File: src/rtl/bitband_pkg.sv
package bitband_pkg;
  typedef struct packed {
    logic capture;
    logic wrPhase;
  } bbStrobe_t;

  localparam logic [1:0] SIZE_WORD = 2'b10;
endpackage

File: src/rtl/bitband_ctrl.sv
module bitband_ctrl
  import bitband_pkg::*;
(
  input  logic      clk,
  input  logic      rstN,
  input  logic      mReq,
  input  logic      mWrite,
  input  logic      isAlias,
  output bbStrobe_t strobe,
  output logic      lockOut,
  output logic      busyOut
);
  typedef enum logic {ST_IDLE, ST_WRITE} ctrlState_e;
  ctrlState_e state, stateNext;

  always_comb begin
    strobe    = '0;
    stateNext = state;
    unique case (state)
      ST_IDLE: if (mReq && mWrite && isAlias) begin
        strobe.capture = 1'b1;
        stateNext      = ST_WRITE;
      end
      ST_WRITE: begin
        strobe.wrPhase = 1'b1;
        stateNext      = ST_IDLE;
      end
      default: stateNext = ST_IDLE;
    endcase
  end

  always_ff @(posedge clk or negedge rstN)
    if (!rstN) state <= ST_IDLE;
    else       state <= stateNext;

  assign busyOut = strobe.capture;
  assign lockOut = strobe.capture | strobe.wrPhase;

  AST_FETCH_THEN_WRITE: assert property (@(posedge clk) disable iff (!rstN)
    strobe.capture |=> strobe.wrPhase && lockOut && !busyOut);
  AST_LOCK_DROPS: assert property (@(posedge clk) disable iff (!rstN)
    strobe.wrPhase |=> !strobe.wrPhase);
  AST_LOCK_HELD_BOTH: assert property (@(posedge clk) disable iff (!rstN)
    strobe.wrPhase |-> lockOut && $past(lockOut));
endmodule

File: src/rtl/bitband_dp.sv
module bitband_dp
  import bitband_pkg::*;
#(
  parameter logic [31:0] SRAM_TGT_BASE   = 32'h2000_0000,
  parameter logic [31:0] SRAM_ALIAS_BASE = 32'h2200_0000,
  parameter logic [31:0] PERI_TGT_BASE   = 32'h4000_0000,
  parameter logic [31:0] PERI_ALIAS_BASE = 32'h4200_0000,
  parameter int          TGT_BITS        = 20
) (
  input  logic        clk,
  input  logic        rstN,
  input  bbStrobe_t   strobe,
  input  logic        mReq,
  input  logic        mWrite,
  input  logic [31:0] mAddr,
  input  logic [1:0]  mSize,
  input  logic [31:0] mWdata,
  output logic [31:0] mRdata,
  output logic        isAlias,
  output logic        sReq,
  output logic        sWrite,
  output logic [31:0] sAddr,
  output logic [1:0]  sSize,
  output logic [31:0] sWdata,
  input  logic [31:0] sRdata
);
  localparam int ALIAS_BITS = TGT_BITS + 5;

  logic        hitSram, hitPeri;
  logic [31:0] tgtBase, tgtAddr;
  logic [4:0]  bitSel;
  logic [31:0] heldAddr, heldWord, mergedWord;
  logic [4:0]  heldBit;
  logic        heldVal;

  assign hitSram = mAddr[31:ALIAS_BITS] == SRAM_ALIAS_BASE[31:ALIAS_BITS];
  assign hitPeri = mAddr[31:ALIAS_BITS] == PERI_ALIAS_BASE[31:ALIAS_BITS];
  assign isAlias = hitSram | hitPeri;
  assign tgtBase = hitPeri ? PERI_TGT_BASE : SRAM_TGT_BASE;
  assign tgtAddr = {tgtBase[31:TGT_BITS], mAddr[ALIAS_BITS-1:7], 2'b00};
  assign bitSel  = mAddr[6:2];

  always_ff @(posedge clk or negedge rstN)
    if (!rstN) begin
      heldAddr <= '0;
      heldWord <= '0;
      heldBit  <= '0;
      heldVal  <= 1'b0;
    end else if (strobe.capture) begin
      heldAddr <= tgtAddr;
      heldWord <= sRdata;
      heldBit  <= bitSel;
      heldVal  <= mWdata[0];
    end

  always_comb begin
    mergedWord          = heldWord;
    mergedWord[heldBit] = heldVal;
  end

  always_comb begin
    if (strobe.wrPhase) begin
      sReq = 1'b1; sWrite = 1'b1; sAddr = heldAddr;
      sSize = SIZE_WORD; sWdata = mergedWord; mRdata = '0;
    end else if (mReq && isAlias) begin
      sReq = 1'b1; sWrite = 1'b0; sAddr = tgtAddr;
      sSize = SIZE_WORD; sWdata = '0;
      mRdata = {31'b0, sRdata[bitSel]};
    end else begin
      sReq = mReq; sWrite = mWrite; sAddr = mAddr;
      sSize = mSize; sWdata = mWdata; mRdata = sRdata;
    end
  end

  AST_WRITE_SAME_ADDR: assert property (@(posedge clk) disable iff (!rstN)
    strobe.wrPhase |-> $past(sReq && !sWrite) && sAddr == $past(sAddr));
  AST_ONE_BIT_CHANGED: assert property (@(posedge clk) disable iff (!rstN)
    strobe.wrPhase |-> $countones(sWdata ^ $past(sRdata)) <= 1);
  AST_READ_UPPER_ZERO: assert property (@(posedge clk) disable iff (!rstN)
    (mReq && !mWrite && isAlias && !strobe.wrPhase) |-> mRdata[31:1] == '0);
  AST_ALIAS_WORD_SIZE: assert property (@(posedge clk) disable iff (!rstN)
    (sReq && (isAlias || strobe.wrPhase)) |-> sSize == SIZE_WORD);
endmodule

File: src/rtl/bitband_xlate.sv
module bitband_xlate
  import bitband_pkg::*;
#(
  parameter logic [31:0] SRAM_TGT_BASE   = 32'h2000_0000,
  parameter logic [31:0] SRAM_ALIAS_BASE = 32'h2200_0000,
  parameter logic [31:0] PERI_TGT_BASE   = 32'h4000_0000,
  parameter logic [31:0] PERI_ALIAS_BASE = 32'h4200_0000,
  parameter int          TGT_BITS        = 20
) (
  input  logic        clk,
  input  logic        rstN,
  input  logic        mReq,
  input  logic        mWrite,
  input  logic [31:0] mAddr,
  input  logic [1:0]  mSize,
  input  logic [31:0] mWdata,
  output logic [31:0] mRdata,
  output logic        mBusy,
  output logic        sReq,
  output logic        sWrite,
  output logic [31:0] sAddr,
  output logic [1:0]  sSize,
  output logic [31:0] sWdata,
  input  logic [31:0] sRdata,
  output logic        sLock
);
  bbStrobe_t strobe;
  logic      isAlias;

  bitband_ctrl ctrl_i (
    .clk(clk), .rstN(rstN), .mReq(mReq), .mWrite(mWrite), .isAlias(isAlias),
    .strobe(strobe), .lockOut(sLock), .busyOut(mBusy)
  );

  bitband_dp #(
    .SRAM_TGT_BASE(SRAM_TGT_BASE), .SRAM_ALIAS_BASE(SRAM_ALIAS_BASE),
    .PERI_TGT_BASE(PERI_TGT_BASE), .PERI_ALIAS_BASE(PERI_ALIAS_BASE),
    .TGT_BITS(TGT_BITS)
  ) dp_i (
    .clk(clk), .rstN(rstN), .strobe(strobe), .mReq(mReq), .mWrite(mWrite),
    .mAddr(mAddr), .mSize(mSize), .mWdata(mWdata), .mRdata(mRdata),
    .isAlias(isAlias), .sReq(sReq), .sWrite(sWrite), .sAddr(sAddr),
    .sSize(sSize), .sWdata(sWdata), .sRdata(sRdata)
  );

  AST_PASS_NO_LOCK: assert property (@(posedge clk) disable iff (!rstN)
    (mReq && !isAlias && !$past(mBusy)) |-> !sLock && !mBusy);
endmodule

File: config.mk
export PLATFORM = sky130hd
export DESIGN_NAME = bitband_xlate
export DESIGN_NICKNAME = d
export VERILOG_FILES = /design/src/rtl/bitband_pkg.sv /design/src/rtl/bitband_ctrl.sv /design/src/rtl/bitband_dp.sv /design/src/rtl/bitband_xlate.sv
export SDC_FILE = /design/constraint.sdc
export NUM_CORES = 1
export LEC_CHECK = 0
export ABC_AREA = 1
export ABC_CLOCK_PERIOD_IN_PS = 2100
export BUFFER_PORTS_ARGS = -buffer_cell sky130_fd_sc_hd__buf_4
export CAP_MARGIN = 20
export CORE_MARGIN = 2
export CORE_UTILIZATION = 27
export CTS_CLUSTER_SIZE = 28
export DETAILED_ROUTE_END_ITERATION = 8
export HOLD_SLACK_MARGIN = 0.03
export PLACE_DENSITY = 0.52
export SETUP_SLACK_MARGIN = 0.3
export SLEW_MARGIN = 30
export SYNTH_ARGS = -nofsm -noshare
export SYNTH_HDL_FRONTEND = slang
export SYNTH_SLANG_ARGS = --single-unit
File: constraint.sdc
create_clock -name clk -period 2.1 [get_ports clk]
set_input_delay 0.42 -clock clk [delete_from_list [all_inputs] [get_ports clk]]
set_output_delay 0.42 -clock clk [all_outputs]
set_load 0.01 [all_outputs]
==> results.sh, run 1 <==
export IMPL_crit_top_cell="o21ai_0"
export IMPL_ys_ff_latch=59
export IMPL_async_flop_share_pct=100.0
export IMPL_synth_largest_area_cell="dfrtp_1"
export IMPL_crit_path_end_kind="output port"
export IMPL_finalClockSkew_ns=0.004827
export IMPL_multi_input_area_sq_um=2427
export IMPL_initial_core_util_pct=27.41
export IMPL_status="finished, violations left"
export IMPL_synth_most_common_cell="nand2_1"
export IMPL_met3_usage_pct=3.631
export IMPL_cts_max_path_buffers=2
export IMPL_finalSetupTns_ns=-0.01813
export IMPL_numCtsBuffers=9
export IMPL_port_buffers=203
export IMPL_grt_pass1_wl_um=24380
export IMPL_clkLatencyLatePin_ns=0.33
export IMPL_p_leak_uw=0.003615
export IMPL_post_place_ws_ns=-0.03963
export IMPL_diodes=0
export IMPL_slew_viol_final=0
export IMPL_vias=5003
export IMPL_synthTopCellsByCount="nand2_1, nor2_1, inv_1"
export IMPL_clock_sinks=59
export IMPL_met1_usage_pct=25.27
export IMPL_netlist_area_sq_um=4136
export IMPL_crit_fanout=8
export IMPL_layout_setup_ws_ns=-0.01813
export IMPL_worst_path_buf_inv=1
export IMPL_stdcell_count=1074
export IMPL_dp_cells=1039
export IMPL_num_rows=45
export IMPL_fp_coreArea_sq_um=15090
export IMPL_avgViaCountPerCell=4.658
export IMPL_start_kind="register"
export IMPL_die_x_um=127.8
export IMPL_ys_flop_type="dfrtp_1"
export IMPL_cellPowerDensity_nw_per_um2=591.2
export IMPL_synth_area_leaders="dfrtp_1, nand2_1, o21ai_0"
export IMPL_final_period_utilization_pct=100.9
export IMPL_tightest_slew_ns=0.7973
export IMPL_worst_path_max_delay_cell="dfrtp_2"
export IMPL_tritoncts="built"
export IMPL_cp_top_family="flip-flops"
export IMPL_min_period_ns=2.118
export IMPL_failed_checks="negative setup slack"
export IMPL_wire_per_inst_um=16.02
export IMPL_dr_first_iter_drc_count=263
export IMPL_synth_edf_count=0
export IMPL_cp_required_ns=1.68
export IMPL_fillers=1591
export IMPL_dp_hpwl_um=11700
export IMPL_drive_above_1_share_pct=35.89
export IMPL_relSlewSlack_pct=46.85
export IMPL_synth_warnings=0
export IMPL_firstDrtPassIters=4
export IMPL_rsz0062_at_grt="yes"
export IMPL_hold_buffers=0
export IMPL_seq_area_sq_um=1483
export IMPL_ir_worst_vdd_v=0.0003832
export IMPL_syn_avg_cell_area_sq_um=6.202
export IMPL_netlist_area_leader_share_pct=35.69
export IMPL_synthCells=667
export IMPL_dieArea_sq_um=16330
export IMPL_drc=0
export IMPL_clkSlewWorstSetupHoldPaths_ns=0.05
export IMPL_grtUsageTotal_pct=19.34
export IMPL_io_pins=204
export IMPL_met2_usage_pct=31.93
export IMPL_yosysSeqAreaShare_pct=35.69
export IMPL_root_buffer="clkbuf_16"
export IMPL_routabilityCongestion=0.8039
export IMPL_cp_slowest_stage_delay_ns=0.49
export IMPL_final_area_sq_um=6983
export IMPL_setup_viol=1
export IMPL_gr_total_overflow=0
export IMPL_grt_max_degree=60
export IMPL_top_usage_layer="met2"
export IMPL_postPlaceCellArea_sq_um=5949
export IMPL_critical_path_class="reg -> out"
export IMPL_antenna_found_initial=0
export IMPL_syn_nets=769
export IMPL_ant_nets=0
export IMPL_path_cells="nand3_2, nor2_1, o21ai_0, o21ai_0, buf_4"
export IMPL_grt_pass1_vias=4582
export IMPL_timing_final_hold_violations=0
export IMPL_area_growth_synth_to_final_pct=68.81
export IMPL_htreeDepth=3
export IMPL_fmax_ghz=0.4721
export IMPL_die_y_um=127.8
export IMPL_cp_arrival_ns=1.70
export IMPL_nNetsFinal=983
export IMPL_hold_path_class="in -> async"
export IMPL_routed_wl_um=17210
export IMPL_cap_viol_max_count=0
export IMPL_synth_distinct_cells=24
kinds of logic after synthesis:
| logic type | count (synthesis) | synth area share (%) |
|---|---|---|
| XOR/XNOR | 1 | 0.2118 |
| buffers and inverters | 117 | 11.92 |
| flip-flops | 59 | 35.69 |
| AND/OR/NAND/NOR | 346 | 33.61 |
| AO/OA/AOI/OAI | 144 | 18.57 |
path summary, 6_finish.rpt:
path	slack, ns	cells after the start	end	startpoint
worst max-delay path	-0.02	5	sWdata[31]	dp_i.heldBit[2]$_DFFE_PN0P_
worst min-delay path	0.18	1	dp_i.heldWord[14]$_DFFE_PN0P_	rstN
worst max register to register	0.75	6	dp_i.heldAddr[15]$_DFFE_PN0P_	ctrl_i.state$_DFF_PN0_
worst min register to register	0.49	2	dp_i.heldWord[8]$_DFFE_PN0P_	dp_i.heldWord[8]$_DFFE_PN0P_
max in group asynchronous	1.36	1	dp_i.heldBit[0]$_DFFE_PN0P_	rstN
min in group clk	0.37	3	dp_i.heldAddr[6]$_DFFE_PN0P_	mAddr[11]
layout by cell type (no fill, tap or decap), drive strengths merged, types with 14 or more instances in the layout:
cell type / n
buf: 241
inv: 73
nor3: 21
o21ai: 112
nor2: 83
dfrtp: 59
nand2: 206
clkbuf: 14
o211ai: 19
nand3: 33
metrics by stage:
stage / utilization [%] / total power [uW] / hold WS (ns)
floorplan: - / 1689 / 0.1244
global placement: 39.43 / 2156 / 0.4668
detailed placement: 39.43 / 2163 / 0.4704
CTS: 43.57 / 4077 / 0.2071
global route: 46.28 / 4305 / 0.2481
finish: 46.28 / 4128 / 0.1849
worst register-to-register path, delay by kind of cell (launching register included):
kind / cells / cell delay (ns)
buffers and inverters: 3 / 0.55
and+or+nand+nor: 2 / 0.20
DFF: 1 / 0.42
AOI/OAI and AO/OA: 1 / 0.06
cell type report:
class | instances | area share (%)
multi-input combinational | 491 | 34.76
tap | 188 | 3.369
clock buffer | 10 | 3.422
inverter | 75 | 4.264
timing repair buffer | 245 | 31.00
clock inverter | 6 | 1.953
sequential | 59 | 21.23
state kept, by name, indices dropped and copies added (netlist names):
name,flops
ctrl_i.state,1
dp_i.heldAddr,20
dp_i.heldBit,5
dp_i.heldVal,1
dp_i.heldWord,32
power breakdown:
group          leakage, uW  internal, uW  switching, uW  total (uW)
clock             0.000179          1310            556        1870
combinational      0.00264           459            491         950
sequential        0.000797          1240           70.8        1310
per-layer routing:
layer	vias up	wire length, um
li1	2562	-
met1	2266	7394
met2	153	8309
met3	22	1135
met4	0	365
met5	-	0
repair_timing:
item | CTS | global route
gates cloned | 1 | 5
pin swaps | 4 | 6
buffers inserted | 8 | 5
gates resized for setup | 59 | 72
setup endpoints to repair | 95 | 95
Note: power is estimated with default switching activity, not from simulation.
==> run 2: changes to the inputs <==
- ABC_CLOCK_PERIOD_IN_PS: 2100 -> 1860
- PLACE_DENSITY: 0.52 -> 0.54
- clock period: 2.1 -> 1.86 ns (I/O delays scaled with it)
==> run 2 against run 1 <==
Effect of this change: the flow still finishes with violations (negative setup slack); design area increased by 11%; power increased by 5.6%; die area unchanged; global-route usage increased by 1.5 points; final cell count increased by 2.9%; largest power group unchanged.
==> results.sh, run 2 (synthesis results as in run 1) <==
export IMPL_final_common_cell="buf_4"
export IMPL_clock_sinks=59
export IMPL_fmax_ghz=0.4889
export IMPL_firstDrtPassIters=4
export IMPL_dp_cells=1069
export IMPL_routed_wl_um=17840
export IMPL_drive_above_1_share_pct=47.33
export IMPL_cts_max_path_buffers=2
export IMPL_nNetsFinal=1015
export IMPL_dieArea_sq_um=16330
export IMPL_regMostFlops="dp_i.heldWord"
export IMPL_routabilityCongestion=0.8507
export IMPL_timing_final_hold_violations=0
export IMPL_cp_slowest_stage_delay_ns=0.47
export IMPL_min_period_ns=2.046
export IMPL_port_buffers=203
export IMPL_path_cells="nor2_4, nand2_4, nor2_4, a21oi_2, o21ai_1, o21ai_1, buf_4, buf_6"
export IMPL_numCtsBuffers=9
export IMPL_largest_reg_flops=32
export IMPL_hold_path_class="in -> reg"
export IMPL_avgViaCountPerCell=4.732
export IMPL_top_regs="dp_i.heldWord: 32 flops, dp_i.heldAddr: 20 flops, dp_i.heldBit: 5 flops"
export IMPL_holdPathStages=3
export IMPL_grt_pass1_vias=5092
export IMPL_die_y_um=127.8
export IMPL_worst_path_max_delay_cell="dfrtp_2"
export IMPL_cp_required_ns=1.49
export IMPL_reg2reg_depth=6
export IMPL_slew_viol_final=0
export IMPL_htreeDepth=3
export IMPL_ir_worst_vdd_v=0.0003550
export IMPL_io_pins=204
export IMPL_finalPower_uw=4358
export IMPL_p_leak_uw=0.003878
export IMPL_fp_coreArea_sq_um=15090
export IMPL_cp_top_family="flip-flops"
export IMPL_dr_first_iter_drc_count=296
export IMPL_cap_viol_max_count=0
export IMPL_gr_total_overflow=0
export IMPL_final_period_utilization_pct=110.0
export IMPL_crit_path_end_kind="output port"
export IMPL_grt_pass1_wl_um=26870
export IMPL_vias=5229
export IMPL_clkSlewWorstSetupHoldPaths_ns=0.05
export IMPL_tritoncts="built"
export IMPL_reg2reg_from="ctrl_i.state$_DFF_PN0_"
export IMPL_grt_max_degree=49
export IMPL_num_rows=45
export IMPL_status="finished, violations left"
export IMPL_fin_util_pct=51.31
export IMPL_start_kind="register"
export IMPL_stdcell_count=1105
export IMPL_grtUsageTotal_pct=20.86
export IMPL_rsz0062_at_grt="yes"
export IMPL_cp_arrival_ns=1.67
export IMPL_initial_core_util_pct=27.41
export IMPL_diodes=0
export IMPL_wire_per_inst_um=16.14
export IMPL_worst_path_buf_inv=2
export IMPL_area_growth_synth_to_final_pct=87.17
export IMPL_drc=0
export IMPL_crit_fanout=5
export IMPL_layout_setup_ws_ns=-0.1856
export IMPL_rr_endpoint="dp_i.heldWord[2]$_DFFE_PN0P_"
export IMPL_cellPowerDensity_nw_per_um2=562.9
export IMPL_hp_start="mWdata[0]"
export IMPL_clkLatencyLatePin_ns=0.33
export IMPL_finalSetupTns_ns=-10.60
export IMPL_antenna_found_initial=0
export IMPL_r2r_slack_ns=0.50
export IMPL_die_x_um=127.8
export IMPL_relSlewSlack_pct=68.01
export IMPL_min_to="dp_i.heldVal$_DFFE_PN0P_"
export IMPL_finalClockSkew_ns=0.005032
export IMPL_setup_viol=94
export IMPL_failed_checks="negative setup slack"
export IMPL_tightest_slew_ns=0.4793
export IMPL_ant_nets=0
export IMPL_root_buffer="clkbuf_16"
export IMPL_mostFrequentLayoutCells="buf_4, nand2_1, o21ai_1"
export IMPL_critical_path_class="reg -> out"
export IMPL_dp_hpwl_um=12350
-- run 2: cell types whose count changed in the layout (fill, tap and decap cells not counted), sizes merged --
cell / change
dlygate4sd3: +1
clkbuf: +3
clkinvlp: -1
buf: +31
clkinv: +1
bufinv: -4
-- run 2: repair_timing --
action                                  in CTS  in global routing
resized for setup                          129                112
endpoints found under the hold margin       19                  0
endpoints found under the setup margin     102                156
buffers inserted                             8                  4
gates cloned                                 3                  5
pin swaps                                    4                 27
hold buffers                                 1                  0
-- run 2: final cells by class --
class                   instances  area [sq um]
multi-input cells             491          2805
inverters                      75         294.0
clock inverters                 2         10.01
well taps                     188         235.2
repair buffers                277          2645
fillers                      1488          7347
flip-flops and latches         59          1483
clock buffers                  13         270.3
-- run 2: per-layer routing --
layer	vias to the layer above	GRT usage, %	share of wire [%]
met5	-	0	0
met4	0	4.460	1.5
met3	20	3.130	5.0
met2	162	33.91	47
met1	2405	29.47	47
li1	2642	-	-
-- run 2: metrics by stage --
step,area (sq um),setup WS (ns),hold WS (ns)
2_1_floorplan,4365,0.1495,0.07641
3_3_place_gp,6381,-0.1688,0.2820
3_5_place_dp,6381,-0.1808,0.2850
4_1_cts,7206,-0.1567,0.3160
5_1_grt,7742,-0.2563,0.3373
6_report,7742,-0.1856,0.3225
-- run 2: worst max path at each step --
stage	from	end	cells past startpoint
global placement	mAddr[26]	mRdata[0]	8
CTS	mAddr[26]	mRdata[5]	9
global route	mAddr[27]	mRdata[3]	9
floorplan	mAddr[26]	sAddr[11]	6
finish	dp_i.heldBit[3]$_DFFE_PN0P_	sWdata[0]	8
detailed placement	mAddr[26]	mRdata[0]	8
-- run 2: power by group --
group / switching [uW] / internal, uW / leakage [uW]
Sequential: 86.4 / 1400 / 0.000797
Combinational: 643 / 648 / 0.00294
Clock: 584 / 998 / 0.000141
-- run 2: worst min-delay path, stage by stage --
cell and delay (ns):
buf_4 0.08, inv_1 0.04, o21ai_1 0.12
